$ cat src/rtl/seg_ld_pkg.sv
`timescale 1ns/1ps
package seg_ld_pkg;
    localparam int SEL_W       = 16;
    localparam int DESC_W      = 32;
    localparam int BUSY_BIT    = 9;
    localparam int PRESENT_BIT = 15;
    localparam int SFLAG_BIT   = 12;
    localparam logic [3:0] TY_LDT   = 4'h2;
    localparam logic [3:0] TY_TSS16 = 4'h1;
    localparam logic [3:0] TY_TSS32 = 4'h9;
    localparam logic [SEL_W-1:0] ERR_MASK = 16'hFFFC;

    typedef enum logic [1:0] {
        FLT_NONE = 2'd0,
        FLT_UD   = 2'd1,
        FLT_GP   = 2'd2,
        FLT_NP   = 2'd3
    } fault_t;

    typedef enum logic [2:0] {
        ST_IDLE,
        ST_FETCH_LO,
        ST_FETCH_HI,
        ST_MARK_BUSY,
        ST_REPORT
    } ld_state_t;

    typedef enum logic {
        TGT_LDT = 1'b0,
        TGT_TR  = 1'b1
    } tgt_t;
endpackage

$ cat src/rtl/sel_screen.sv
`timescale 1ns/1ps
module sel_screen
    import seg_ld_pkg::*;
#(
    parameter int LIMIT_W = 16
) (
    input  logic               prot_en,
    input  logic [1:0]         cpl,
    input  logic               target,
    input  logic [SEL_W-1:0]   selector,
    input  logic [LIMIT_W-1:0] table_limit,
    output fault_t             scr_fault,
    output logic [SEL_W-1:0]   scr_err,
    output logic               null_ldt,
    output logic               fetch_ok
);
    localparam int CMP_W = ((LIMIT_W > SEL_W) ? LIMIT_W : SEL_W) + 1;

    logic [CMP_W-1:0] last_byte;
    logic [CMP_W-1:0] lim_ext;
    logic             is_null;

    assign last_byte = CMP_W'({selector[SEL_W-1:3], 3'b111});
    assign lim_ext   = CMP_W'(table_limit);
    assign is_null   = (selector[SEL_W-1:2] == '0);

    // Order of the screen is the priority of the faults.
    always_comb begin
        scr_fault = FLT_NONE;
        scr_err   = '0;
        null_ldt  = 1'b0;
        fetch_ok  = 1'b0;
        if (!prot_en) begin
            scr_fault = FLT_UD;
        end else if (cpl != 2'd0) begin
            scr_fault = FLT_GP;
        end else if (is_null) begin
            if (target == TGT_LDT) begin
                null_ldt = 1'b1;
            end else begin
                scr_fault = FLT_GP;
            end
        end else if (selector[2]) begin
            scr_fault = FLT_GP;
            scr_err   = selector & ERR_MASK;
        end else if (last_byte > lim_ext) begin
            scr_fault = FLT_GP;
            scr_err   = selector & ERR_MASK;
        end else begin
            fetch_ok = 1'b1;
        end
    end
endmodule

$ cat src/rtl/desc_judge.sv
`timescale 1ns/1ps
module desc_judge
    import seg_ld_pkg::*;
(
    input  logic              target,
    input  logic [DESC_W-1:0] desc_hi,
    output fault_t            jdg_fault,
    output logic [DESC_W-1:0] cache_hi,
    output logic              need_mark
);
    logic       is_system;
    logic [3:0] dtype;
    logic       type_ok;

    assign is_system = !desc_hi[SFLAG_BIT];
    assign dtype     = desc_hi[11:8];

    always_comb begin
        if (target == TGT_LDT) begin
            type_ok = is_system && (dtype == TY_LDT);
        end else begin
            type_ok = is_system && ((dtype == TY_TSS16) || (dtype == TY_TSS32));
        end
    end

    always_comb begin
        if (!type_ok) begin
            jdg_fault = FLT_GP;
        end else if (!desc_hi[PRESENT_BIT]) begin
            jdg_fault = FLT_NP;
        end else begin
            jdg_fault = FLT_NONE;
        end
    end

    always_comb begin
        cache_hi  = desc_hi;
        need_mark = 1'b0;
        if (target == TGT_TR) begin
            cache_hi[BUSY_BIT] = 1'b1;
            need_mark          = !desc_hi[BUSY_BIT];
        end
    end
endmodule

$ cat src/rtl/sys_seg_cache.sv
`timescale 1ns/1ps
module sys_seg_cache
    import seg_ld_pkg::*;
(
    input  logic              clk,
    input  logic              rst_n,
    input  logic              load_en,
    input  logic              inval_en,
    input  logic [SEL_W-1:0]  sel_in,
    input  logic [DESC_W-1:0] lo_in,
    input  logic [DESC_W-1:0] hi_in,
    output logic [SEL_W-1:0]  sel_q,
    output logic [DESC_W-1:0] lo_q,
    output logic [DESC_W-1:0] hi_q,
    output logic              valid_q
);
    always_ff @(posedge clk or negedge rst_n) begin
        if (!rst_n) begin
            sel_q   <= '0;
            lo_q    <= '0;
            hi_q    <= '0;
            valid_q <= 1'b0;
        end else if (load_en) begin
            sel_q   <= sel_in;
            lo_q    <= lo_in;
            hi_q    <= hi_in;
            valid_q <= 1'b1;
        end else if (inval_en) begin
            sel_q   <= sel_in;
            valid_q <= 1'b0;
        end
    end
endmodule

$ cat src/rtl/seg_reg_loader.sv
`timescale 1ns/1ps
module seg_reg_loader
    import seg_ld_pkg::*;
#(
    parameter int ADDR_W  = 32,
    parameter int LIMIT_W = 16
) (
    input  logic               clk,
    input  logic               rst_n,
    input  logic               start,
    input  logic               target,
    input  logic [15:0]        selector,
    input  logic [1:0]         cpl,
    input  logic               prot_en,
    input  logic [ADDR_W-1:0]  table_base,
    input  logic [LIMIT_W-1:0] table_limit,
    output logic               busy,
    output logic               done,
    output logic [1:0]         fault_kind,
    output logic [15:0]        fault_err,
    output logic               mem_req,
    output logic               mem_we,
    output logic [ADDR_W-1:0]  mem_addr,
    output logic [31:0]        mem_wdata,
    input  logic               mem_ack,
    input  logic [31:0]        mem_rdata,
    output logic [15:0]        ldt_sel,
    output logic [31:0]        ldt_lo,
    output logic [31:0]        ldt_hi,
    output logic               ldt_valid,
    output logic [15:0]        tr_sel,
    output logic [31:0]        tr_lo,
    output logic [31:0]        tr_hi,
    output logic               tr_valid
);
    localparam int NUM_TGT   = 2;
    localparam int HI_OFS    = DESC_W / 8;
    localparam int IDX_SHIFT = 3;

    ld_state_t          state_q, state_d;
    logic               tgt_q;
    logic [SEL_W-1:0]   sel_q;
    logic [ADDR_W-1:0]  addr_q;
    logic [DESC_W-1:0]  lo_q;
    logic [DESC_W-1:0]  hi_q;
    fault_t             fault_q;
    logic [SEL_W-1:0]   err_q;
    logic [ADDR_W-1:0]  desc_addr;

    fault_t             scr_fault;
    logic [SEL_W-1:0]   scr_err;
    logic               null_ldt;
    logic               fetch_ok;

    fault_t             jdg_fault;
    logic [DESC_W-1:0]  jdg_hi;
    logic               need_mark;

    logic [NUM_TGT-1:0] load_en;
    logic [NUM_TGT-1:0] inval_en;
    logic [SEL_W-1:0]   cache_sel_in;
    logic [SEL_W-1:0]   c_sel   [NUM_TGT];
    logic [DESC_W-1:0]  c_lo    [NUM_TGT];
    logic [DESC_W-1:0]  c_hi    [NUM_TGT];
    logic               c_valid [NUM_TGT];

    logic take_start, lo_ack, hi_ack, mark_ack;

    assign desc_addr = table_base + ADDR_W'({selector[SEL_W-1:IDX_SHIFT], 3'b000});

    sel_screen #(.LIMIT_W(LIMIT_W)) u_screen (
        .prot_en    (prot_en),
        .cpl        (cpl),
        .target     (target),
        .selector   (selector),
        .table_limit(table_limit),
        .scr_fault  (scr_fault),
        .scr_err    (scr_err),
        .null_ldt   (null_ldt),
        .fetch_ok   (fetch_ok)
    );

    desc_judge u_judge (
        .target   (tgt_q),
        .desc_hi  (mem_rdata),
        .jdg_fault(jdg_fault),
        .cache_hi (jdg_hi),
        .need_mark(need_mark)
    );

    assign take_start = (state_q == ST_IDLE) && start;
    assign lo_ack     = (state_q == ST_FETCH_LO) && mem_ack;
    assign hi_ack     = (state_q == ST_FETCH_HI) && mem_ack;
    assign mark_ack   = (state_q == ST_MARK_BUSY) && mem_ack;

    // State register
    always_ff @(posedge clk or negedge rst_n) begin
        if (!rst_n) begin
            state_q <= ST_IDLE;
        end else begin
            state_q <= state_d;
        end
    end

    // Next state
    always_comb begin
        state_d = state_q;
        unique case (state_q)
            ST_IDLE: begin
                if (start) begin
                    state_d = fetch_ok ? ST_FETCH_LO : ST_REPORT;
                end
            end
            ST_FETCH_LO: begin
                if (mem_ack) state_d = ST_FETCH_HI;
            end
            ST_FETCH_HI: begin
                if (mem_ack) begin
                    if (jdg_fault == FLT_NONE && need_mark) begin
                        state_d = ST_MARK_BUSY;
                    end else begin
                        state_d = ST_REPORT;
                    end
                end
            end
            ST_MARK_BUSY: begin
                if (mem_ack) state_d = ST_REPORT;
            end
            ST_REPORT: state_d = ST_IDLE;
            default:   state_d = ST_IDLE;
        endcase
    end

    // Outputs
    always_comb begin
        mem_req      = 1'b0;
        mem_we       = 1'b0;
        mem_addr     = addr_q;
        mem_wdata    = '0;
        done         = 1'b0;
        busy         = (state_q != ST_IDLE);
        load_en      = '0;
        inval_en     = '0;
        cache_sel_in = sel_q;
        unique case (state_q)
            ST_IDLE: begin
                cache_sel_in = selector;
                inval_en[TGT_LDT] = start && null_ldt;
            end
            ST_FETCH_LO: begin
                mem_req = 1'b1;
            end
            ST_FETCH_HI: begin
                mem_req  = 1'b1;
                mem_addr = addr_q + ADDR_W'(HI_OFS);
                if (mem_ack && jdg_fault == FLT_NONE) begin
                    load_en[tgt_q] = 1'b1;
                end
            end
            ST_MARK_BUSY: begin
                mem_req   = 1'b1;
                mem_we    = 1'b1;
                mem_addr  = addr_q + ADDR_W'(HI_OFS);
                mem_wdata = hi_q;
            end
            ST_REPORT: begin
                done = 1'b1;
            end
            default: ;
        endcase
    end

    // Request datapath
    always_ff @(posedge clk or negedge rst_n) begin
        if (!rst_n) begin
            tgt_q   <= 1'b0;
            sel_q   <= '0;
            addr_q  <= '0;
            lo_q    <= '0;
            hi_q    <= '0;
            fault_q <= FLT_NONE;
            err_q   <= '0;
        end else if (take_start) begin
            tgt_q   <= target;
            sel_q   <= selector;
            addr_q  <= desc_addr;
            fault_q <= scr_fault;
            err_q   <= scr_err;
        end else if (lo_ack) begin
            lo_q <= mem_rdata;
        end else if (hi_ack) begin
            hi_q <= jdg_hi;
            if (jdg_fault != FLT_NONE) begin
                fault_q <= jdg_fault;
                err_q   <= sel_q & ERR_MASK;
            end
        end
    end

    assign fault_kind = fault_q;
    assign fault_err  = err_q;

    for (genvar g = 0; g < NUM_TGT; g++) begin : g_cache
        sys_seg_cache u_cache (
            .clk     (clk),
            .rst_n   (rst_n),
            .load_en (load_en[g]),
            .inval_en(inval_en[g]),
            .sel_in  (cache_sel_in),
            .lo_in   (lo_q),
            .hi_in   (jdg_hi),
            .sel_q   (c_sel[g]),
            .lo_q    (c_lo[g]),
            .hi_q    (c_hi[g]),
            .valid_q (c_valid[g])
        );
    end

    assign ldt_sel   = c_sel[TGT_LDT];
    assign ldt_lo    = c_lo[TGT_LDT];
    assign ldt_hi    = c_hi[TGT_LDT];
    assign ldt_valid = c_valid[TGT_LDT];
    assign tr_sel    = c_sel[TGT_TR];
    assign tr_lo     = c_lo[TGT_TR];
    assign tr_hi     = c_hi[TGT_TR];
    assign tr_valid  = c_valid[TGT_TR];

    // Assertions
    p_req_hold_r7: assert property (@(posedge clk) disable iff (!rst_n)
        mem_req && !mem_ack |=> mem_req && $stable(mem_addr) && $stable(mem_we));

    p_hi_follows_lo_r7: assert property (@(posedge clk) disable iff (!rst_n)
        mem_req && !mem_we && mem_ack && (state_q == ST_FETCH_LO)
        |=> mem_req && !mem_we && (mem_addr == $past(mem_addr) + ADDR_W'(HI_OFS)));

    p_mark_sets_busy_r12: assert property (@(posedge clk) disable iff (!rst_n)
        mem_req && mem_we |-> mem_wdata[BUSY_BIT]);

    p_tr_valid_busy_r12: assert property (@(posedge clk) disable iff (!rst_n)
        $rose(tr_valid) |-> tr_hi[BUSY_BIT]);

    p_done_single_r14: assert property (@(posedge clk) disable iff (!rst_n)
        done |=> !done);

    p_fault_keeps_cache_r13: assert property (@(posedge clk) disable iff (!rst_n)
        done && (fault_kind != 2'd0)
        |-> $stable(ldt_valid) && $stable(tr_valid) && $stable(ldt_sel) && $stable(tr_sel)
            && $stable(ldt_hi) && $stable(tr_hi));

    p_ud_zero_code_r1: assert property (@(posedge clk) disable iff (!rst_n)
        done && (fault_kind == 2'd1) |-> (fault_err == 16'd0));

    p_null_ldt_invalid_r3: assert property (@(posedge clk) disable iff (!rst_n)
        done && (fault_kind == 2'd0) && (ldt_sel[15:2] == 14'd0) && (tgt_q == TGT_LDT)
        |-> !ldt_valid);
endmodule

$ cat config.mk
export PLATFORM = sky130hd
export DESIGN_NAME = seg_reg_loader
export DESIGN_NICKNAME = d
export VERILOG_FILES = /design/src/rtl/seg_ld_pkg.sv /design/src/rtl/sel_screen.sv /design/src/rtl/desc_judge.sv /design/src/rtl/sys_seg_cache.sv /design/src/rtl/seg_reg_loader.sv
export SDC_FILE = /design/constraint.sdc
export NUM_CORES = 1
export LEC_CHECK = 0
export BUFFER_PORTS_ARGS = -buffer_cell sky130_fd_sc_hd__buf_2
export CAP_MARGIN = 10
export CORE_AREA = 2 2 201 203
export CTS_CLUSTER_DIAMETER = 30
export DETAILED_ROUTE_END_ITERATION = 12
export DIE_AREA = 0 0 203 205
export SLEW_MARGIN = 20
export SYNTH_ARGS = -nofsm -noshare
export SYNTH_HDL_FRONTEND = slang
export SYNTH_SLANG_ARGS = --single-unit
$ cat constraint.sdc
create_clock -name clk -period 2.57 [get_ports clk]
set_input_delay 0.1285 -clock clk [delete_from_list [all_inputs] [get_ports clk]]
set_output_delay 0.1285 -clock clk [all_outputs]
set_load 0.02 [all_outputs]
Yosys cells after proc, flatten, opt, wreduce, memory -nomap -nowiden
Cells that the tools add are included.
{"block": "classes", "addsub": 2, "n_bitwise": 2, "order_cmp": 3, "n_reduce_logical": 27, "n_mux": 55, "n_eq_ne": 12}
{"op": "$mux 16", "n": 12}
{"op": "$mux 32", "n": 2}
{"op": "$add 32x16->32", "n": 1}
{"op": "$add 32x3->32 const B", "n": 1}
{"op": "$mux 2", "n": 14}
{"op": "$mux 1", "n": 19}
{"op": "$mux 3", "n": 6}
{"op": "$gt 16x16->1", "n": 1}
{"op": "$logic_not 14->1", "n": 1}
{"op": "$pmux 3 s4", "n": 1}
{"op": "$ne 2x2->1 const B", "n": 5}
{"op": "$reduce_bool 2->1", "n": 5}
{"op": "$logic_and 1x1->1", "n": 9}
{"op": "$eq 3x2->1 const B", "n": 2}
{"op": "$reduce_and 3->1", "n": 2}
{"op": "$eq 4x1->1 const B", "n": 1}
{"op": "$eq 4x2->1 const B", "n": 1}
{"op": "$eq 4x4->1 const B", "n": 1}
{"op": "$reduce_and 4->1", "n": 1}
{"op": "$eq 3x1->1 const B", "n": 1}
{"op": "$eq 3x3->1 const B", "n": 1}
{"op": "$logic_not 3->1", "n": 1}
{"op": "$reduce_bool 3->1", "n": 1}
{"op": "$reduce_or 3->1", "n": 1}
{"op": "other kinds (9)", "n": 11}
{"block": "word_totals", "output_inout_bits": 248, "input_bits": 104, "wordCells": 117, "reg_bits": 296}

Logic depth before layout (Yosys ltp)
{"block": "depth", "word_depth": 10, "ltp_mapped": 10, "depth_no_buf": 9}

Cells and area by module
Synthesis repeated with hierarchy kept, for this count alone.
{"block": "unflattened", "hier_cells": 1151, "area_unflattened_um2": 14411.3}
{"mod": "seg_reg_loader", "n_inst": 1, "seq_area_each_um2": 3353.2, "area_each_um2": 7016.7, "cells_each": 676}
{"mod": "sys_seg_cache", "n_inst": 2, "seq_area_each_um2": 2026.9, "area_each_um2": 3261.9, "cells_each": 172}
{"mod": "sel_screen", "n_inst": 1, "seq_area_each_um2": 0.0, "area_each_um2": 578.1, "cells_each": 93}
{"mod": "desc_judge", "n_inst": 1, "seq_area_each_um2": 0.0, "area_each_um2": 292.8, "cells_each": 38}

Worst setup path after synthesis
OpenSTA, ideal clock, no wires.
{"block": "synth_path", "path_type": "reg-to-reg", "startpoint": "reg tgt_q", "endpoint": "reg g_cache[0].u_cache.sel_q[10]", "path_stages_with_launch": 9, "n_path_buf": 2, "setup_slack_ps": 245, "synth_period_minus_slack_ps": 2325, "arrival_time_ps": 2200, "setup_ps": 125, "required_time_ps": 2445, "cell_sequence": "dfrtp_1 -> buf_2 -> or4b_4 -> a211oi_2 -> nand2_1 -> nor3_4 -> nor2_2 -> buf_6 -> mux2_4"}
{"block": "synth_via", "elab_chain_len": 7, "elab_cells_between_ends": 13, "classes_between": "2 x order compare; 7 x mux; 4 x reduce/logical"}
{"item": "from (decl)", "line_no": "seg_reg_loader.sv:41", "source": "logic tgt_q;"}
{"item": "from (signal assigned)", "line_no": "seg_reg_loader.sv:184", "source": "tgt_q <= target;"}
{"item": "$lt 1x2->1 (not written as such) (tied with other cells)", "line_no": "seg_reg_loader.sv:157", "source": "load_en[tgt_q] = 1'b1;"}
{"item": "$logic_and 1x1->1 (not written as such) / $mux 2 (equally long branches)", "line_no": "seg_reg_loader.sv:157, desc_judge.sv:27"}
{"item": "$mux 1 (not written as such) / $logic_not 2->1 (equally long branches)", "line_no": "seg_reg_loader.sv:157, seg_reg_loader.sv:156"}
{"item": "$demux 1 s1 / $logic_and 1x1->1 (equally long branches)", "line_no": "seg_reg_loader.sv:157, seg_reg_loader.sv:156"}
{"item": "$mux 2 (*)", "line_no": "seg_reg_loader.sv:156", "source": "if (mem_ack && jdg_fault == FLT_NONE) begin"}
{"item": "$mux 2 (*)", "line_no": "seg_reg_loader.sv:145", "source": "unique case (state_q)"}
{"item": "$mux 16 / $reduce_bool 2->1 (equally long branches)"}
{"item": "to (signal assigned)", "line_no": "sys_seg_cache.sv:24", "source": "sel_q <= sel_in;"}
{"item": "to (signal assigned)", "line_no": "sys_seg_cache.sv:29", "source": "sel_q <= sel_in;"}
{"item": "to (decl)", "line_no": "sys_seg_cache.sv:12", "source": "output logic [SEL_W-1:0] sel_q,"}
Every way passes the cells marked *; elsewhere a longest branch is shown, timed or not.
A chain may end at the register's enable or synchronous reset.

Worst setup path after layout
{"block": "layout_path", "startpoint": "reg state_q[2]", "endpoint": "reg addr_q[26]"}
{"block": "layout_via", "elab_chain_len": 2}
{"item": "from (decl)", "line_no": "seg_reg_loader.sv:40", "source": "ld_state_t state_q, state_d;"}
{"item": "from (signal assigned)", "line_no": "seg_reg_loader.sv:101", "source": "state_q <= state_d;"}
{"item": "$logic_not 3->1", "line_no": "seg_reg_loader.sv:91", "source": "assign take_start = (state_q == ST_IDLE) && start;"}
{"item": "$logic_and 1x1->1", "line_no": "seg_reg_loader.sv:91"}
{"item": "to (signal assigned)", "line_no": "seg_reg_loader.sv:186", "source": "addr_q <= desc_addr;"}
{"item": "to (decl)", "line_no": "seg_reg_loader.sv:43", "source": "logic [ADDR_W-1:0] addr_q;"}
No other way between the ends.

==> impl_metrics.yaml <==
status:
  status: "completed"
global_routing:
  grt_pass1_vias: 12300
  antenna_found_initial: 5
  grt_max_degree: 69
  grt_usage_pct: 21.4
  grt_pass1_wl_um: 69200
  grt.overflow.total: 0
floorplanning:
  die_w_um: 203
  coreArea_um2: 39400
  die_area_um2: 41600
  die_h_um: 205
  io_pins: 352
  row_count: 73
  start_util_pct: 34.6
worst_setup_path:
  crit_path_end_kind: "flip-flop"
  crit_required_ns: 3.03
  r2r_start: "state_q[2]"
  arrival_ns: 2.95
  cp_common_cell: "buf_4"
  path_max_fanout: 51
  critical_path.startpoint: "state_q[2]"
  crit_type: "flip-flop to flip-flop"
  startpoint_type: "flip-flop"
  slowest_delay_ns: 0.57
  ff2ff_setup_slack_ns: 0.08
  crit_chain: "buf_4, nor3_2, buf_6, nand2_4, buf_4, a22oi_1, dlygate4sd3_1, nand2_1"
  cp_slowest_cell: "dlygate4sd3_1"
logic_synthesis:
  ys_warn_count: 0
  netlist_instances: 1329
  seq_area_frac_synth_pct: 53.9
  synth_top_family_by_area: "simple AND/OR/NAND/NOR gates"
  synth_flop_cell: "dfrtp_1"
  synth_compound_area_share_pct: 6.09
  yosys.area_share.simple_pct: 19.3
  ys_types: 63
  muxShareOfSynthArea_pct: 12.3
  yosys.area_share.adder_pct: 2.62
  synth_edf_count: 0
  synthXorXnorAreaFrac_pct: 2.63
  syn_area_per_cell_um2: 10.3
  ys_ff_latch: 294
  synth_area_um2: 13600
  async_reset_ff_share_pct: 100
clock_network:
  cts-buffers-inserted: 78
  cts_tree: "done"
  path_clk_slew_ns: 0.04
  h-tree-depth: 3
  cts.sinks: 294
  cts-root-buf: "clkbuf_16"
  clockBufferDepth: 3
  clkLatencyLatePin_ns: 0.59
timing:
  period_share_pct: 97.0
  period_needed_ns: 2.49
  worst_slack_ns: 0.0762
  hold_viol: 0
  max_slew_margin_pct: 59.2
  rsz0062_at_grt: "yes"
  tightest_slew_ns: 0.611
  finalMaxSlewViolations: 0
  fin_skew_ns: 0.0271
  fmax_ghz: 0.401
  setup_viol: 0
drt:
  firstDrtPassIters: 5
  wl_um: 44700
  drt_iter0_markers: 658
  ant_nets: 0
  detail_route.wl_per_cell_um: 18.6
  viasPerCell: 4.96
  drc: 0
  via_count: 11900
place:
  io_buffer_count: 349
  dp_cells: 2172
  dp_hpwl_um: 29900
  place.gp.congestion: 0.844
  dp_worst_setup_slack_ns: 0.0752
pwr:
  cellPowerDensity_nw_per_um2: 897
  irDropWorstVdd_mv: 0.543
  leakagePower_uw: 0.0108
  power_uw: 18000
finish:
  stdcell_count: 2407
  fin_nets: 1948
  fillers: 3527
  drive_gt1_share_pct: 37.9
  utilization_pct: 50.9
  syn2layout_area_growth_pct: 47.1
min_path:
  min_path_type: "input port to flip-flop"
  hp-start: "table_base[4]"
job:
  max_cap_violations: 0
-- cells in the mapped netlist (all sizes together), types with 2 or more instances --
master | count | share of area [%]
nor4b | 5 | 0.32
inv | 27 | 0.74
nand4 | 18 | 0.83
nand3b | 3 | 0.17
mux2 | 140 | 12
a211oi | 6 | 0.37
or4b | 2 | 0.17
nor4 | 4 | 0.18
a211o | 2 | 0.13
nor2b | 9 | 0.41
a31oi | 6 | 0.28
o22ai | 8 | 0.37
o21a | 2 | 0.11
and3 | 50 | 2.3
a21oi | 39 | 1.4
xor2 | 19 | 1.2
xnor2 | 22 | 1.4
or3 | 4 | 0.18
nand3 | 17 | 0.62
a41oi | 2 | 0.13
nand2 | 391 | 11
clkbuf | 48 | 1.3
mux2i | 6 | 0.44
o211ai | 3 | 0.17
o21ai | 34 | 1.2
and4 | 8 | 0.51
nor3b | 2 | 0.11
nand2b | 7 | 0.32
a21o | 2 | 0.11
ha | 27 | 2.5
a311oi | 6 | 0.39
o31ai | 3 | 0.17
buf | 25 | 1.0
nor3 | 15 | 0.63
and2 | 12 | 0.55
o221ai | 3 | 0.19
dfrtp | 294 | 54
nor2 | 40 | 1.1
a22oi | 3 | 0.17
-- flip-flops by register name (all words and copies together), names as in the netlist --
name / flops
lo_q: 32
hi_q: 32
g_cache.u_cache.lo_q: 64
sel_q: 16
g_cache.u_cache.hi_q: 64
addr_q: 32
state_q: 3
fault_err: 14
tgt_q: 1
g_cache.u_cache.sel_q: 32
g_cache.u_cache.valid_q: 2
fault_kind: 2
-- timing repair --
action                                 CTS  global route
pin swaps                                1             3
hold buffers                            79             0
buffers inserted                         8             2
gates resized for setup                 11            26
setup endpoints to repair               15            13
endpoints found under the hold margin  237             0
-- worst max-delay path, delay by kind of cell, from the launching register on --
kind	cells	cell delay, ns
compound gates	1	0.23
flops	1	0.44
buf+inv	4	1.32
simple gates	3	0.35
-- report_power, final --
part / switching [uW] / internal, uW / total [uW]
clock network: 3090 / 7360 / 10500
logic: 1200 / 848 / 2040
registers: 383 / 5110 / 5490
total: 4670 / 13300 / 18000
-- kinds of logic after synthesis --
family,after synthesis
other,1
and+or+nand+nor,589
DFF,294
buffers and inverters,100
muxes,146
adders and majority gates,28
xor gates and xnor gates,41
AOI/OAI and AO/OA,130
-- per-layer routing --
| metal | vias up | part of all wire, % | global-route usage [%] |
|---|---|---|---|
| met5 | - | 0.060 | 0 |
| met4 | 4 | 5.6 | 13.7 |
| met3 | 145 | 6.3 | 5.50 |
| met2 | 437 | 46 | 33.1 |
| met1 | 5826 | 42 | 26.7 |
| li1 | 5531 | - | - |
-- layout make-up --
| class | count | area [um^2] | share of cell area [%] |
|---|---|---|---|
| well taps | 525 | 657 | 3.28 |
| inverters | 27 | 101 | 0.505 |
| clock buffers | 100 | 2200 | 10.9 |
| diodes | 3 | 7.51 | 0.0374 |
| multi-input cells | 936 | 5980 | 29.8 |
| clock inverters | 43 | 687 | 3.43 |
| repair buffers | 479 | 3060 | 15.3 |
| flip-flops and latches | 294 | 7360 | 36.7 |
-- metrics by stage --
stage | TNS (ns) | cell area [um^2] | hold slack (ns)
2_1_floorplan | 0 | 13600 | -0.167
3_3_place_gp | 0 | 16200 | 0.129
3_5_place_dp | 0 | 16200 | 0.115
4_1_cts | 0 | 19900 | 0.000163
5_1_grt | -0.0810 | 20100 | 0.0445
6_report | 0 | 20100 | 0.0202
-- final timing paths --
path / end / cells past startpoint
setup / recovery: addr_q[26] / 8
hold / removal: addr_q[4] / 4
setup reg to reg: addr_q[26] / 8
hold reg to reg: g_cache[0].u_cache.hi_q[9] / 1
max in group asynchronous: addr_q[17] / 3
min in group asynchronous: g_cache[0].u_cache.sel_q[5] / 2
-- layout by cell type (no fill, tap or decap), types with 8 or more instances in the layout --
master,instances
inv_1,27
clkbuf_8,14
dfrtp_1,290
buf_12,8
nor3_1,12
clkbuf_16,79
buf_2,341
mux2_4,10
xnor2_1,22
a21oi_1,39
nor2_2,10
xor2_1,19
nand3_1,16
clkinv_2,12
dlygate4sd3_1,79
o21ai_0,33
nor2_1,28
buf_4,46
ha_1,26
and3_1,49
mux2_2,130
nand2_1,389
and2_1,12
o22ai_1,8
bufinv_16,13
nand4_1,18
(Power assumes the default switching activity.)
